### config.mk
export PLATFORM = sky130hd
export DESIGN_NAME = cla_adder
export DESIGN_NICKNAME = d
export VERILOG_FILES = /design/src/rtl/cla_pkg.sv /design/src/rtl/cla_bit_pg.sv /design/src/rtl/cla_group4.sv /design/src/rtl/cla_lookahead.sv /design/src/rtl/cla_adder.sv
export SDC_FILE = /design/constraint.sdc
export NUM_CORES = 1
export LEC_CHECK = 0
export CORE_MARGIN = 2
export CORE_UTILIZATION = 50
export DETAILED_ROUTE_END_ITERATION = 6
export DONT_BUFFER_PORTS = 1
export GPL_TIMING_DRIVEN = 0
export PLACE_DENSITY = 0.77
export SLEW_MARGIN = 20
export SYNTH_ARGS = -nofsm -noshare
export SYNTH_HDL_FRONTEND = slang
export SYNTH_SLANG_ARGS = --single-unit
### constraint.sdc
create_clock -name vclk -period 2.09
set_input_delay 0.209 -clock vclk [all_inputs]
set_output_delay 0.209 -clock vclk [all_outputs]
set_load 0.01 [all_outputs]
### src/rtl/cla_pkg.sv
package cla_pkg;
   localparam int GRP_W = 4;

   typedef struct packed {
      logic prop;
      logic gen;
   } pg_t;

   function automatic pg_t pg_merge(input pg_t hi, input pg_t lo);
      pg_t r;
      r.prop = hi.prop & lo.prop;
      r.gen  = hi.gen | (hi.prop & lo.gen);
      return r;
   endfunction
endpackage

### src/rtl/cla_bit_pg.sv
module cla_bit_pg #(
   parameter int WIDTH = 16
) (
   input  logic [WIDTH-1:0] a_in,
   input  logic [WIDTH-1:0] b_in,
   output logic [WIDTH-1:0] p_o,
   output logic [WIDTH-1:0] g_o
);
   for (genvar i = 0; i < WIDTH; i++) begin : g_bit
      assign p_o[i] = a_in[i] ^ b_in[i];
      assign g_o[i] = a_in[i] & b_in[i];
   end
endmodule

### src/rtl/cla_group4.sv
module cla_group4
   import cla_pkg::*;
(
   input  logic [GRP_W-1:0] p_i,
   input  logic [GRP_W-1:0] g_i,
   input  logic             cin,
   output logic [GRP_W-1:0] c_o,
   output pg_t              grp_o
);
   assign c_o[0] = cin;

   assign c_o[1] = g_i[0]
                 | (p_i[0] & cin);

   assign c_o[2] = g_i[1]
                 | (p_i[1] & g_i[0])
                 | (p_i[1] & p_i[0] & cin);

   assign c_o[3] = g_i[2]
                 | (p_i[2] & g_i[1])
                 | (p_i[2] & p_i[1] & g_i[0])
                 | (p_i[2] & p_i[1] & p_i[0] & cin);

   assign grp_o.prop = p_i[3] & p_i[2] & p_i[1] & p_i[0];

   assign grp_o.gen  = g_i[3]
                     | (p_i[3] & g_i[2])
                     | (p_i[3] & p_i[2] & g_i[1])
                     | (p_i[3] & p_i[2] & p_i[1] & g_i[0]);
endmodule

### src/rtl/cla_lookahead.sv
module cla_lookahead
   import cla_pkg::*;
#(
   parameter int NGRP = 4
) (
   input  pg_t [NGRP-1:0] grp_i,
   input  logic           c0,
   output logic [NGRP:0]  gc_o,
   output pg_t            top_o
);
   assign gc_o[0] = c0;

   // Carry into group k+1 as one flat OR of AND terms: each group j<=k
   // that generates and whose carry crosses groups j+1..k, plus c0
   // crossing groups 0..k.
   for (genvar k = 0; k < NGRP; k++) begin : g_carry
      logic [k+1:0] term;
      for (genvar j = 0; j <= k; j++) begin : g_term
         logic [k:0] fac;
         for (genvar m = 0; m <= k; m++) begin : g_fac
            if (m < j)       assign fac[m] = 1'b1;
            else if (m == j) assign fac[m] = grp_i[m].gen;
            else             assign fac[m] = grp_i[m].prop;
         end
         assign term[j] = &fac;
      end
      logic [k:0] all_p;
      for (genvar m = 0; m <= k; m++) begin : g_allp
         assign all_p[m] = grp_i[m].prop;
      end
      assign term[k+1] = (&all_p) & c0;
      assign gc_o[k+1] = |term;
   end

   // Whole-word propagate/generate, same flat form without c0.
   logic [NGRP-1:0] top_p_fac;
   logic [NGRP-1:0] top_g_term;
   for (genvar j = 0; j < NGRP; j++) begin : g_top
      logic [NGRP-1:0] fac;
      for (genvar m = 0; m < NGRP; m++) begin : g_tfac
         if (m < j)       assign fac[m] = 1'b1;
         else if (m == j) assign fac[m] = grp_i[m].gen;
         else             assign fac[m] = grp_i[m].prop;
      end
      assign top_g_term[j] = &fac;
      assign top_p_fac[j]  = grp_i[j].prop;
   end
   assign top_o.prop = &top_p_fac;
   assign top_o.gen  = |top_g_term;
endmodule

### src/rtl/cla_adder.sv
module cla_adder
   import cla_pkg::*;
#(
   parameter int WIDTH = 16
) (
   input  logic [WIDTH-1:0] a_in,
   input  logic [WIDTH-1:0] b_in,
   input  logic             c_in,
   output logic [WIDTH-1:0] sum_o,
   output logic             c_out,
   output logic             blk_prop,
   output logic             blk_gen
);
   localparam int NGRP = WIDTH / GRP_W;

   if (WIDTH < GRP_W || (WIDTH % GRP_W) != 0) begin : g_bad_width
      $error("cla_adder: WIDTH must be a positive multiple of 4");
   end
   if (NGRP > 16) begin : g_bad_groups
      $error("cla_adder: at most 16 groups in the flat second level");
   end

   logic [WIDTH-1:0] bit_p;
   logic [WIDTH-1:0] bit_g;
   logic [WIDTH-1:0] bit_c;
   pg_t  [NGRP-1:0]  grp_pg;
   logic [NGRP:0]    grp_cin;
   pg_t              top_pg;

   cla_bit_pg #(.WIDTH(WIDTH)) u_pg (
      .a_in (a_in),
      .b_in (b_in),
      .p_o  (bit_p),
      .g_o  (bit_g)
   );

   for (genvar k = 0; k < NGRP; k++) begin : g_grp
      cla_group4 u_grp (
         .p_i   (bit_p[k*GRP_W +: GRP_W]),
         .g_i   (bit_g[k*GRP_W +: GRP_W]),
         .cin   (grp_cin[k]),
         .c_o   (bit_c[k*GRP_W +: GRP_W]),
         .grp_o (grp_pg[k])
      );
   end

   cla_lookahead #(.NGRP(NGRP)) u_la (
      .grp_i (grp_pg),
      .c0    (c_in),
      .gc_o  (grp_cin),
      .top_o (top_pg)
   );

   assign sum_o    = bit_p ^ bit_c;
   assign c_out    = grp_cin[NGRP];
   assign blk_prop = top_pg.prop;
   assign blk_gen  = top_pg.gen;
endmodule

# After elaboration in Yosys (flattened, before gate mapping)
# Cells that the tools add are included.
[op_classes] reduce_logical=14 n_bitwise=133
[ops] op="$and 1x1->1" count=80
[ops] op="$or 1x1->1" count=36
[ops] op="$xor 1x1->1" count=16
[ops] op="$xor 16x16->16" count=1
[ops] op="$reduce_and 3->1" count=3
[ops] op="$reduce_and 2->1" count=4
[ops] op="$reduce_and 4->1" count=2
[ops] op="$reduce_or 4->1" count=2
[ops] op="$reduce_or 5->1" count=1
[ops] op="$reduce_or 3->1" count=1
[ops] op="$reduce_or 2->1" count=1
[totals] out_inout_bits=19 inputBits=33 ff_bits=0

# Longest topological paths before layout
[depth] word_depth=10 depth_mapped=8

# Modules after synthesis
# From an unflattened synthesis, not the netlist that was laid out.
[hier_totals] cells_unflattened=87 hier_area_um2=688.2
[modules_own_cells] module="cla_group4" seq_area_each_um2=0.0 cells_per_inst=10 n_inst=4 area_each_um2=66.3
[modules_own_cells] module="cla_bit_pg" seq_area_each_um2=0.0 cells_per_inst=16 n_inst=1 area_each_um2=200.2
[modules_own_cells] module="cla_adder" seq_area_each_um2=0.0 cells_per_inst=16 n_inst=1 area_each_um2=140.1
[modules_own_cells] module="cla_lookahead" seq_area_each_um2=0.0 cells_per_inst=15 n_inst=1 area_each_um2=82.6

# Least setup slack after synthesis
# No wires, ideal clock.
[synth_timing] path_type="in2out" from="input a_in[9]" to="output sum_o[13]" n_path_buf=1 path_slack_ps=-244 arrival_ps=2125 stages=8 required_ps=1881 path_cell_list="ha_1 and3_4 and2_4 buf_6 a311oi_4 o21ai_0 fa_1 xor2_1"
[synth_via] elab_chain_cells=9 elab_cells_between_ends=16 classes_between="bitwise: 12; reduce/logical: 4"
[synth_lines] item="start, declared" line="cla_adder.sv:6" source="input logic [WIDTH-1:0] a_in,"
[synth_lines] item="$xor 1x1->1" line="cla_bit_pg.sv:10" source="assign p_o[i] = a_in[i] ^ b_in[i];"
[synth_lines] item="$and 1x1->1" line="cla_group4.sv:24, cla_group4.sv:29"
[synth_lines] item="$and 1x1->1" line="cla_group4.sv:24" source="assign grp_o.prop = p_i[3] & p_i[2] & p_i[1] & p_i[0];"
[synth_lines] item="$reduce_and 3->1" line="cla_lookahead.sv:31" source="assign term[k+1] = (&all_p) & c0;"
[synth_lines] item="$and 1x1->1" line="cla_lookahead.sv:31"
[synth_lines] item="$reduce_or 4->1 *" line="cla_lookahead.sv:32" source="assign gc_o[k+1] = |term;"
[synth_lines] item="$and 1x1->1 *" line="cla_group4.sv:13" source="| (p_i[0] & cin);"
[synth_lines] item="$or 1x1->1 *" line="cla_group4.sv:13"
[synth_lines] item="$xor 16x16->16 *" line="cla_adder.sv:54" source="assign sum_o = bit_p ^ bit_c;"
[synth_lines] item="end, declared" line="cla_adder.sv:9" source="output logic [WIDTH-1:0] sum_o,"
# Mark *: on every way between the ends. The rest lies on a longest branch, timed or not.

# Final worst setup path
[layout_timing] from="input a_in[9]" to="output sum_o[12]"
[layout_via] elab_chain_cells=7 elab_cells_between_ends=14 classes_between="bitwise: 10; reduce/logical: 4"
[layout_lines] item="$xor 1x1->1" line="cla_bit_pg.sv:10"
[layout_lines] item="$and 1x1->1" line="cla_group4.sv:24, cla_group4.sv:29"
[layout_lines] item="$and 1x1->1" line="cla_group4.sv:24"
[layout_lines] item="$reduce_and 3->1" line="cla_lookahead.sv:31"
[layout_lines] item="$and 1x1->1" line="cla_lookahead.sv:31"
[layout_lines] item="$reduce_or 4->1 *" line="cla_lookahead.sv:32"
[layout_lines] item="$xor 16x16->16 *" line="cla_adder.sv:54"
# Marked as above.

==> flow_summary.ini <==
[cells_and_area]
regArea_um2 = 0
drive_above_1_share_pct = 29.25
final_area_um2 = 1039
final.fill_count = 130
fin_nets = 161
synthToLayoutAreaGrowth_pct = 20.64
final_util_pct = 66.61
multi_input_area_um2 = 969.7
insertedDiodeCount = 0
clock_buffers = 0
seq_cell_count = 0

[timing]
fin_crit_ps = 2021
timing.fmax_mhz = 494.8
tightestPinTransition_ps = 455.0
finalHoldViolCount = 0
final.setup.tns_ps = 0
rsz0062_at_grt = no
fin_crit_sh_pct = 96.70
setup-violations-final = 0
slew_headroom_pct = 69.46
finalMaxSlewViolations = 0
whs_ps = 549.9

[pwr]
worst_ir_drop_vdd_uv = 225.6
power.density_nw_per_um2 = 353.2
p_leak_nw = 0.4130
power.total_mw = 0.3668

[global_routing]
grt_max_degree = 8
grt_overflow = 0
grt_pass1_vias = 814
antenna_found_initial = 0
grt_pass1_wl_um = 3346
track_usage_pct = 20.70

[hold_path]
min_from = c_in
hold_path_depth = 1
min_path_type = primary input to primary output
min_to = c_out

[worst_setup_path]
cpMaxStageDelayCell = fa_2
crit_family = adder cells
path_cells = ha_4 > and3_4 > and2_4 > a311oi_4 > o21ai_2 > fa_2
cp.required_ps = 1880
critical_path_class = primary input to primary output
cp-end-kind = primary output
crit_path_start = a_in[9]
arrival_ps = 1810
slowest_delay_ps = 570
critical_path.max_fanout = 6
start_kind = primary input
cp_num_buf_inv = 0

[clock_tree]
hold_buffers = 0

[floorplanning]
fp-row-count = 14
core_area_um2 = 1559
ios = 52
die_h_um = 45.49
start_util_pct = 55.22
die_x_um = 45.49
die-area_um2 = 2069

[status]
status = complete, no violations

[route]
drtIter0Drc = 7
wl_um = 2167
routedWlPerCell_um = 17.76
avgViaCountPerCell = 6.852
drcViolationCount = 0
num_vias = 836
antenna_left = 0
first_pass_iters = 4

[logic_synthesis]
syn-num-nets = 158
synth.avg_cell_area_um2 = 8.198
ys_seq_area_share_pct = 0
synth_cell_types = 39
syn-instance-count = 105
synth_compound_area_share_pct = 32.12
muxShareOfSynthArea_pct = 1.744
netlist_area_um2 = 860.8
yosysWarnings = 0
yosys.area_share.adder_pct = 32.56
synth_xor_area_share_pct = 9.157
synth_top_family_by_area = adder cells
synth-simple-area-share_pct = 19.91

[placement]
dpl-instance-area_um2 = 940.9
dpl.hpwl_um = 1608
port-buffer-count = 0
routabilityCongestion = 0.8189

[job]
cap_viol_max_count = 0
## how the worst max path moves through the flow
stage / endpoint / slack [ps] / cells after the start
6_report: sum_o[12] / 70 / 6
4_1_cts: sum_o[12] / 9 / 6
5_1_grt: sum_o[13] / 6 / 7
2_1_floorplan: sum_o[12] / -100 / 7
3_5_place_dp: sum_o[12] / -240 / 6
3_3_place_gp: sum_o[12] / -220 / 6
## synth_stat cells (2+ instances only)
cell type / count / area, um^2
a211oi_1: 3 / 22.52
a21o_1: 6 / 45.04
a21oi_1: 8 / 40.04
and3_1: 2 / 12.51
and4_1: 2 / 17.52
fa_1: 4 / 80.08
ha_1: 16 / 200.2
inv_1: 6 / 22.52
nand2_1: 8 / 30.03
nand3_1: 4 / 20.02
nor2_1: 5 / 18.77
nor3_1: 4 / 20.02
o21ai_0: 4 / 20.02
xnor2_1: 4 / 35.03
xor2_1: 5 / 43.79
## placed cells by master (no fill, tap or decap), types with 3 or more instances in the layout
master    Yosys  final
nor3_1        4      3
ha_4          0      6
a21oi_1       8      8
a211oi_1      3      3
nand2_1       8      8
nor2_1        5      4
xnor2_1       4      4
o21ai_0       4      3
ha_1         16      8
fa_1          4      3
xor2_1        5      3
inv_1         6      6
a21o_1        6      6
## power breakdown
group / switching, mW / total [mW] / internal (mW)
combinational: 0.204 / 0.367 / 0.163
clock: 0 / 0 / 0
sequential: 0 / 0 / 0
## layer usage
metal / vias to the layer above / wire length [um] / global-route usage [%]
li1: 407 / - / -
met1: 390 / 826 / 25.00
met2: 37 / 1198 / 40.28
met3: 2 / 124 / 1.587
met4: 0 / 18 / 1.765
met5: - / 0 / 0
## stage by stage
step	std cells	setup slack, ps
4_1_cts	123	8.808
2_1_floorplan	105	-103.2
3_3_place_gp	121	-218.5
5_1_grt	122	6.449
3_5_place_dp	121	-244.4
6_report	122	68.99
## layout make-up
type | instances | area share, %
multi-input combinational | 97 | 93.37
timing repair buffer | 3 | 2.530
inverter | 6 | 2.169
tap | 16 | 1.928
## logic make-up after synthesis
logic type,count (synthesis)
compound gates,35
xor+xnor,9
fa+ha+maj,20
buf+inv,8
mux,1
simple gates,32
## what timing repair did
| item | 4_1_cts | 5_1_grt |
|---|---|---|
| gates resized for setup | 6 | 11 |
| setup endpoints to repair | 3 | 5 |
| pin swaps | 3 | 3 |
| gates cloned | 0 | 0 |
| buffers inserted | 3 | 0 |
No activity file was read; power rests on OpenSTA's default activity.
